==> src/rtl/vsr_pkg.sv <==
package vsr_pkg;
  typedef enum logic [1:0] {
    CH_ADC_L = 2'd0,
    CH_ADC_R = 2'd1,
    CH_DAC_L = 2'd2,
    CH_DAC_R = 2'd3
  } vsr_chan_e;

  localparam int NUM_GEN = 2;
  localparam int NUM_CH  = 4;
  localparam int NUM_DAC = 2;
endpackage

==> src/rtl/vsr_rate_shaper.sv <==
module vsr_rate_shaper #(
  parameter int RATE_W   = 16,
  parameter int FRAME_HZ = 48000,
  parameter int MIN_HZ   = 7040,
  parameter bit HAS_MUL  = 1'b0
) (
  input  logic [RATE_W-1:0] rate_in,
  input  logic              mul_8_7,
  input  logic              mul_10_7,
  output logic [RATE_W-1:0] rate_eff
);
  localparam int WW = RATE_W + 4;
  localparam logic [RATE_W-1:0] LO   = RATE_W'(MIN_HZ);
  localparam logic [RATE_W-1:0] HI   = RATE_W'(FRAME_HZ);
  localparam logic [WW-1:0]     HI_W = WW'(FRAME_HZ);

  logic [RATE_W-1:0] clamped;
  logic [WW-1:0]     wide;
  logic [WW-1:0]     scaled;

  always_comb begin
    if (rate_in < LO)      clamped = LO;
    else if (rate_in > HI) clamped = HI;
    else                   clamped = rate_in;
  end

  assign wide = {4'b0000, clamped};

  generate
    if (HAS_MUL) begin : g_mul
      always_comb begin
        if (mul_10_7)     scaled = (wide * WW'(10)) / WW'(7);
        else if (mul_8_7) scaled = (wide * WW'(8)) / WW'(7);
        else              scaled = wide;
      end
    end else begin : g_plain
      logic unused_mul;
      assign unused_mul = mul_8_7 ^ mul_10_7;
      assign scaled = wide;
    end
  endgenerate

  assign rate_eff = (scaled > HI_W) ? HI : scaled[RATE_W-1:0];
endmodule

==> src/rtl/vsr_phase_acc.sv <==
module vsr_phase_acc #(
  parameter int RATE_W   = 16,
  parameter int FRAME_HZ = 48000
) (
  input  logic              clk,
  input  logic              rst_n,
  input  logic              frame_tick,
  input  logic              restart,
  input  logic [RATE_W-1:0] step,
  output logic              stb
);
  localparam int AW = $clog2(2 * FRAME_HZ);
  localparam logic [AW-1:0] FR = AW'(FRAME_HZ);

  logic [AW-1:0] acc_q;
  logic [AW-1:0] base;
  logic [AW-1:0] sum;
  logic          pend_q;

  always_comb begin
    base = pend_q ? '0 : acc_q;
    sum  = base + AW'(step);
  end

  always_ff @(posedge clk) begin
    if (!rst_n) begin
      acc_q  <= '0;
      pend_q <= 1'b0;
      stb    <= 1'b0;
    end else begin
      stb <= 1'b0;
      if (frame_tick) begin
        pend_q <= 1'b0;
        if (sum >= FR) begin
          acc_q <= sum - FR;
          stb   <= 1'b1;
        end else begin
          acc_q <= sum;
        end
      end
      if (restart) pend_q <= 1'b1;
    end
  end
endmodule

==> src/rtl/vsr_dac_fill.sv <==
module vsr_dac_fill #(
  parameter int SAMPLE_W = 16
) (
  input  logic                clk,
  input  logic                rst_n,
  input  logic                stb,
  input  logic                zero_fill,
  input  logic                in_valid,
  input  logic [SAMPLE_W-1:0] in_data,
  output logic                in_ready,
  output logic [SAMPLE_W-1:0] sample
);
  assign in_ready = stb;

  always_ff @(posedge clk) begin
    if (!rst_n) begin
      sample <= '0;
    end else if (stb) begin
      if (in_valid)       sample <= in_data;
      else if (zero_fill) sample <= '0;
    end
  end
endmodule

==> src/rtl/vsr_strobe_gen.sv <==
module vsr_strobe_gen #(
  parameter int RATE_W   = 16,
  parameter int SAMPLE_W = 16,
  parameter int FRAME_HZ = 48000,
  parameter int MIN_HZ   = 7040
) (
  input  logic                clk,
  input  logic                rst_n,
  input  logic                frame_tick,
  input  logic [RATE_W-1:0]   rate0_val,
  input  logic                rate0_wr,
  input  logic [RATE_W-1:0]   rate1_val,
  input  logic                rate1_wr,
  input  logic                mul_8_7,
  input  logic                mul_10_7,
  input  logic                sel_adc_l,
  input  logic                sel_adc_r,
  input  logic                sel_dac_l,
  input  logic                sel_dac_r,
  input  logic                zero_fill,
  input  logic                dacl_valid,
  input  logic [SAMPLE_W-1:0] dacl_data,
  input  logic                dacr_valid,
  input  logic [SAMPLE_W-1:0] dacr_data,
  output logic                adc_l_stb,
  output logic                adc_r_stb,
  output logic                dac_l_stb,
  output logic                dac_r_stb,
  output logic                dacl_ready,
  output logic                dacr_ready,
  output logic [SAMPLE_W-1:0] dacl_sample,
  output logic [SAMPLE_W-1:0] dacr_sample
);
  import vsr_pkg::*;

  localparam logic [RATE_W-1:0] RATE_RST = RATE_W'(FRAME_HZ);

  logic [RATE_W-1:0]   rate_in  [NUM_GEN];
  logic                rate_wr  [NUM_GEN];
  logic [RATE_W-1:0]   rate_q   [NUM_GEN];
  logic [RATE_W-1:0]   rate_eff [NUM_GEN];
  logic [NUM_GEN-1:0]  gen_stb;
  logic [NUM_CH-1:0]   ch_sel;
  logic [NUM_CH-1:0]   ch_stb;
  logic [NUM_DAC-1:0]  dv;
  logic [SAMPLE_W-1:0] dd [NUM_DAC];
  logic [NUM_DAC-1:0]  dr;
  logic [SAMPLE_W-1:0] ds [NUM_DAC];

  assign rate_in[0] = rate0_val;
  assign rate_in[1] = rate1_val;
  assign rate_wr[0] = rate0_wr;
  assign rate_wr[1] = rate1_wr;

  genvar g;
  generate
    for (g = 0; g < NUM_GEN; g++) begin : g_gen
      always_ff @(posedge clk) begin
        if (!rst_n)          rate_q[g] <= RATE_RST;
        else if (rate_wr[g]) rate_q[g] <= rate_in[g];
      end

      vsr_rate_shaper #(
        .RATE_W(RATE_W), .FRAME_HZ(FRAME_HZ), .MIN_HZ(MIN_HZ),
        .HAS_MUL(g == 1)
      ) u_shape (
        .rate_in(rate_q[g]), .mul_8_7(mul_8_7), .mul_10_7(mul_10_7),
        .rate_eff(rate_eff[g])
      );

      vsr_phase_acc #(.RATE_W(RATE_W), .FRAME_HZ(FRAME_HZ)) u_acc (
        .clk(clk), .rst_n(rst_n), .frame_tick(frame_tick),
        .restart(rate_wr[g]), .step(rate_eff[g]), .stb(gen_stb[g])
      );
    end
  endgenerate

  assign ch_sel[CH_ADC_L] = sel_adc_l;
  assign ch_sel[CH_ADC_R] = sel_adc_r;
  assign ch_sel[CH_DAC_L] = sel_dac_l;
  assign ch_sel[CH_DAC_R] = sel_dac_r;

  generate
    for (g = 0; g < NUM_CH; g++) begin : g_ch
      assign ch_stb[g] = gen_stb[ch_sel[g]];
    end
  endgenerate

  assign adc_l_stb = ch_stb[CH_ADC_L];
  assign adc_r_stb = ch_stb[CH_ADC_R];
  assign dac_l_stb = ch_stb[CH_DAC_L];
  assign dac_r_stb = ch_stb[CH_DAC_R];

  assign dv[0] = dacl_valid;
  assign dv[1] = dacr_valid;
  assign dd[0] = dacl_data;
  assign dd[1] = dacr_data;

  generate
    for (g = 0; g < NUM_DAC; g++) begin : g_dac
      vsr_dac_fill #(.SAMPLE_W(SAMPLE_W)) u_fill (
        .clk(clk), .rst_n(rst_n), .stb(ch_stb[CH_DAC_L + g]),
        .zero_fill(zero_fill), .in_valid(dv[g]), .in_data(dd[g]),
        .in_ready(dr[g]), .sample(ds[g])
      );
    end
  endgenerate

  assign dacl_ready  = dr[0];
  assign dacr_ready  = dr[1];
  assign dacl_sample = ds[0];
  assign dacr_sample = ds[1];
endmodule

==> config.mk <==
export PLATFORM = sky130hd
export DESIGN_NAME = vsr_strobe_gen
export DESIGN_NICKNAME = d
export VERILOG_FILES = /design/src/rtl/vsr_pkg.sv /design/src/rtl/vsr_rate_shaper.sv /design/src/rtl/vsr_phase_acc.sv /design/src/rtl/vsr_dac_fill.sv /design/src/rtl/vsr_strobe_gen.sv
export SDC_FILE = /design/constraint.sdc
export NUM_CORES = 1
export LEC_CHECK = 0
export ABC_AREA = 1
export BUFFER_PORTS_ARGS = -buffer_cell sky130_fd_sc_hd__buf_2
export CAP_MARGIN = 40
export CORE_MARGIN = 10
export CORE_UTILIZATION = 45
export CTS_BUF_LIST = sky130_fd_sc_hd__clkbuf_8
export DETAILED_ROUTE_END_ITERATION = 10
export GPL_TIMING_DRIVEN = 0
export PLACE_DENSITY = 0.73
export SLEW_MARGIN = 30
export SYNTH_ARGS = -nofsm -noshare
export SYNTH_HDL_FRONTEND = slang
export SYNTH_SLANG_ARGS = --single-unit
==> constraint.sdc <==
create_clock -name clk -period 25.9 [get_ports clk]
set_input_delay 2.59 -clock clk [delete_from_list [all_inputs] [get_ports clk]]
set_output_delay 2.59 -clock clk [all_outputs]
set_load 0.01 [all_outputs]
**Word level (Yosys, flattened, before mapping)**

Memories as Yosys holds them, arrays and structs flattened.
Index checks and enable logic that the tools add are counted.
W data, S select, Z words.

- Flip-flop bits (word level): 70
- Bits in latches: 0
- Bits in writable memories: 32
- Bits in read-only memories: 0
- Input port bits: 78
- Output and inout port bits: 38
- Logic and storage cells: 74
- Memories: 1

- Add/sub/neg operators: 4
- Multiply operators: 1
- Divide/modulo/power cells: 2
- Magnitude comparators: 12
- Eq/ne operators: 0
- Shifts and indexed selects: 0
- Mux-type cells: 37
- Bitwise gates (word level): 2
- Reductions and logical operators: 7

Memories:

| name | words | bits a word | rd ports | clocked after Yosys merged registers in | wr ports | line | source |
|---|---|---|---|---|---|---|---|
| rate_q | 2 | 16 | 2 | 0 | 2 | vsr_strobe_gen.sv:40 | `logic [RATE_W-1:0] rate_q [NUM_GEN];` |

Operators by type and width:

| cell | number |
|---|---|
| $mux W16 | 11 |
| $mux W17 | 4 |
| $gt A16 B16 Y1 const B | 3 |
| $mux W20 | 2 |
| $add A17 B16 Y17 | 2 |
| $ge A17 B16 Y1 const B | 2 |
| $sub A17 B16 Y17 const B | 2 |
| $lt A16 B13 Y1 const B | 2 |
| $div A19 B3 Y20 const B | 1 |
| $div A20 B3 Y20 const B | 1 |
| $gt A20 B16 Y1 const B | 1 |
| $mux W1 | 20 |
| $mul A16 B3 Y19 const B | 1 |
| $lt A1 B2 Y1 const B | 4 |
| $reduce_bool A2 Y1 | 4 |
| $reduce_and A2 Y1 | 3 |
| $or A1 B1 Y1 | 2 |

**Depth between registers and ports, before layout**

An unclocked memory read counts as a cell.

- Depth in word-level cells: 12
- Gate-level depth with buffers: 106
- Depth with buffers taken out: 106

**Cells and area by module**

A second synthesis with hierarchy kept.

- Cell total of the unflattened synthesis: 1913
- Area, all modules: 11521.0 sq um

By module, submodules not included:

| module | times used | cells an instance | area an instance (sq um) |
|---|---|---|---|
| vsr_phase_acc | 2 | 394 | 2227.1 |
| vsr_rate_shaper at g_gen[1].u_shape | 1 | 798 | 4264.1 |
| vsr_strobe_gen | 1 | 122 | 1340.0 |
| vsr_dac_fill | 2 | 72 | 590.6 |
| vsr_rate_shaper at g_gen[0].u_shape | 1 | 61 | 281.5 |

**Worst setup path before layout**

No wires, ideal clock.

- Path kind: reg2reg
- Start: memory rate_q[1][14]
- End: register g_gen[1].u_acc.acc_q[13]
- Data arrival time: 11.241 ns
- Data required time: 25.785 ns
- Setup slack: 14.544 ns
- Stages on the path, launching flop included: 95
- Buffers on the path: 0
- Period minus slack after synthesis: 11.356 ns
- Path through: edfxtp_1 nor4_4 nand3_1 o211ai_2 inv_2 nor3_1 ha_1 ha_1 inv_1 fa_1 inv_1 nand4_1 nand2_2 nand2_1 nand2_1 nand2_1 nand2_2 nor2_1 [... 59 more ...] or2_2 nand2_1 a21oi_1 or2_2 o21ai_0 a21oi_1 o21bai_1 xor2_1 inv_1 nor3_1 nand3_1 nand2_1 nor2_1 nor3_1 nand2_1 xnor2_1 o21ai_0 inv_1

RTL lines:

| element | line | source |
|---|---|---|
| start, declared | vsr_strobe_gen.sv:40 |  |
| end signal, assigned | vsr_phase_acc.sv:35 | `acc_q <= sum - FR;` |
| end signal, assigned | vsr_phase_acc.sv:38 | `acc_q <= sum;` |
| end, declared | vsr_phase_acc.sv:15 | `logic [AW-1:0] acc_q;` |

==> impl_results.md <==
* Status: finished clean
* Setup Fix Bufs, Post-CTS at 0
* DRT Wirelength at 25010 µm
* Die W at 169.1 µm
* Async SR Flop Fraction at 0
* Num CTS Buffers at 9
* Critical Path RT at 26180 ps
* Register area share after synthesis at 0.2360
* Clk_lat worst skew at 380 ps
* DR iter-0 viols at 553
* Area after DPL at 0.01094 mm²
* Mapped Cells at 1525
* Startpoint types: flop
* Sink Count at 102
* Worst-path fanout max at 10
* Fmax at 72.98 MHz
* WP data arrival at 13980 ps
* Max cap viols at 0
* CP dominant cell by count: nand2_1
* EDFF count, synth at 32
* Syn Nets at 1669
* Core area at 0.02182 mm²
* Min setup slack post-route at 12200 ps
* Area fraction of the dominant cell type after synthesis at 0.1400
* Worst-path clk slew at 100 ps
* Crit. End Element: flop
* Overflow after GRT at 0
* Max incr delay on CP at 510 ps
* IO Port Bufs at 113
* Post-route design area at 0.01116 mm²
* Post-route ant nets at 0
* Post-DP HPWL at 20680 µm
* TritonCTS clock tree: done
* CP max stage cell: edfxtp_1
* Tcrit/Tclk final at 0.5290
* Syn. warnings at 0
* Layout net count at 1793
* Maximum clock path buffer count at 2
* Gr usage total at 0.1705
* Setup WS pre-CTS at 12260 ps
* Commonest cells post-synth: nand2_1 (307), inv_1 (227), nand3_1 (164), nor2_1 (112), a21oi_1 (107)
* Worst hold path type: reg2reg
* RSZ-0062 raised after global routing: no
* Seq cells post-synth at 102
* Setup CP Type: reg2reg
* DR pass1 iterations at 5
* Rel. slew slack at 0.4771
* Global-route wire length before repair at 42210 µm
* Total number of vias at 10040
* Vias in the first global route at 9564
* Slew Viols, Final at 0
* Period minus WS final at 13700 ps
* Row Count at 54
* Final Hold Fails at 0
* Share of cells above drive strength 1 at 0.1874
* Final Core Density at 0.5112
* Post-route DRC at 0
* Prevailing post-synth register cell: dfxtp_1
* Largest net degree at the start of global routing at 20
* Most common cell in the synthesized netlist: nand2_1
* Setup-failing EPs final at 0
* DR vias/cell at 5.189
* Clk_skew at 9.126 ps
* Mapped cell area at 0.01001 mm²
* Avg WL per Cell at 12.93 µm
* Area Overhead vs Synth at 11.46%
* Starting density of the core at 0.4587
* TNS Setup at 0 ps
* Worst Tran Pin Value at 776.2 ps
* Post-Syn Area per Cell at 6.564 µm²
* Root Driver: clkbuf_8
* Hold buffers post-CTS at 0
* GP Congestion at 0.9460
* Post-cts repair resize count at 0
* Post-synth top area cell: dfxtp_1
* Die H at 169.1 µm
* Antenna violations before repair at 0
* # diodes at 0
* H-tree levels at 3
* Largest cells by area after synthesis: dfxtp_1 (14%), nand2_1 (12%), edfxtp_1 (9.6%), inv_1 (8.5%), nand3_1 (8.2%)
* I/O pins at 116
* Netlist cell types at 60
* Die ar. at 0.02861 mm²
state kept, by name, summed over array words and instances, names as in the netlist:
register	count
rate_q	32
g_dac.u_fill.sample	32
g_gen.u_acc.acc_q	34
g_gen.u_acc.pend_q	2
g_gen.u_acc.stb	2
per-layer routing:
| metal | vias up | wire length (µm) | track usage |
|---|---|---|---|
| li1 | 5244 | - | - |
| met1 | 4533 | 11130 | 0.2027 |
| met2 | 226 | 12090 | 0.3021 |
| met3 | 33 | 1266 | 0.03242 |
| met4 | 0 | 524 | 0.05403 |
| met5 | - | 0 | 0 |
layout make-up:
class	count	area, µm²
fillers	2220	10670
multi-input cells	1136	6533
flip-flops and latches	102	2362
inverters	253	962.2
repair buffers	113	565.5
well taps	280	350.3
plain buffers	34	167.7
clock buffers	9	123.9
clock inverters	7	92.59
layout by cell type (no fill, tap or decap), drive strengths merged, types with 37 or more instances in the layout:
cell type | Yosys | final
nand3 | 179 | 179
a21oi | 116 | 116
inv | 242 | 244
dfxtp | 70 | 70
nor2 | 120 | 120
ha | 63 | 63
xor2 | 41 | 41
clkbuf | 28 | 37
buf | 6 | 119
nand2 | 386 | 386
o21ai | 76 | 76
metrics by stage:
stage               hold WS, ps  cells
floorplan                 422.2   1525
global placement          435.2   1918
detailed placement        452.9   1918
CTS                       473.2   1934
global route              497.7   1934
finish                    470.0   1934
critical path, delay by kind of cell (launching register included):
| family | cells | cell delay (ps) |
|---|---|---|
| compound gates | 13 | 1940 |
| xor+xnor | 2 | 390 |
| fa+ha+maj | 4 | 1330 |
| buf+inv | 7 | 780 |
| flops | 1 | 510 |
| simple gates | 69 | 8630 |
final timing paths:
| path | start | endpoint | depth (start not counted) | slack, ps |
|---|---|---|---|---|
| setup / recovery | rate_q[1][14] | g_gen[1].u_acc.acc_q[13] | 95 | 12200 |
| hold / removal | g_gen[1].u_acc.acc_q[16] | g_gen[1].u_acc.acc_q[16] | 2 | 470 |
| setup reg to reg | rate_q[1][14] | g_gen[1].u_acc.acc_q[13] | 95 | 12200 |
| hold reg to reg | g_gen[1].u_acc.acc_q[16] | g_gen[1].u_acc.acc_q[16] | 2 | 470 |
cells by family (layout without fill, tap and decap cells):
group | Yosys count | after routing | share of synthesized area
XOR/XNOR | 55 | 55 | 0.04888
buffers and inverters | 287 | 416 | 0.1129
flip-flops | 102 | 102 | 0.2360
AND/OR/NAND/NOR | 764 | 764 | 0.3705
adder cells (fa/ha/maj) | 66 | 66 | 0.08475
AO/OA/AOI/OAI | 251 | 251 | 0.1470
Power is left out: the tool's default activity adds up to more than one toggle a clock period on the data nets, which glitch-free logic cannot reach.
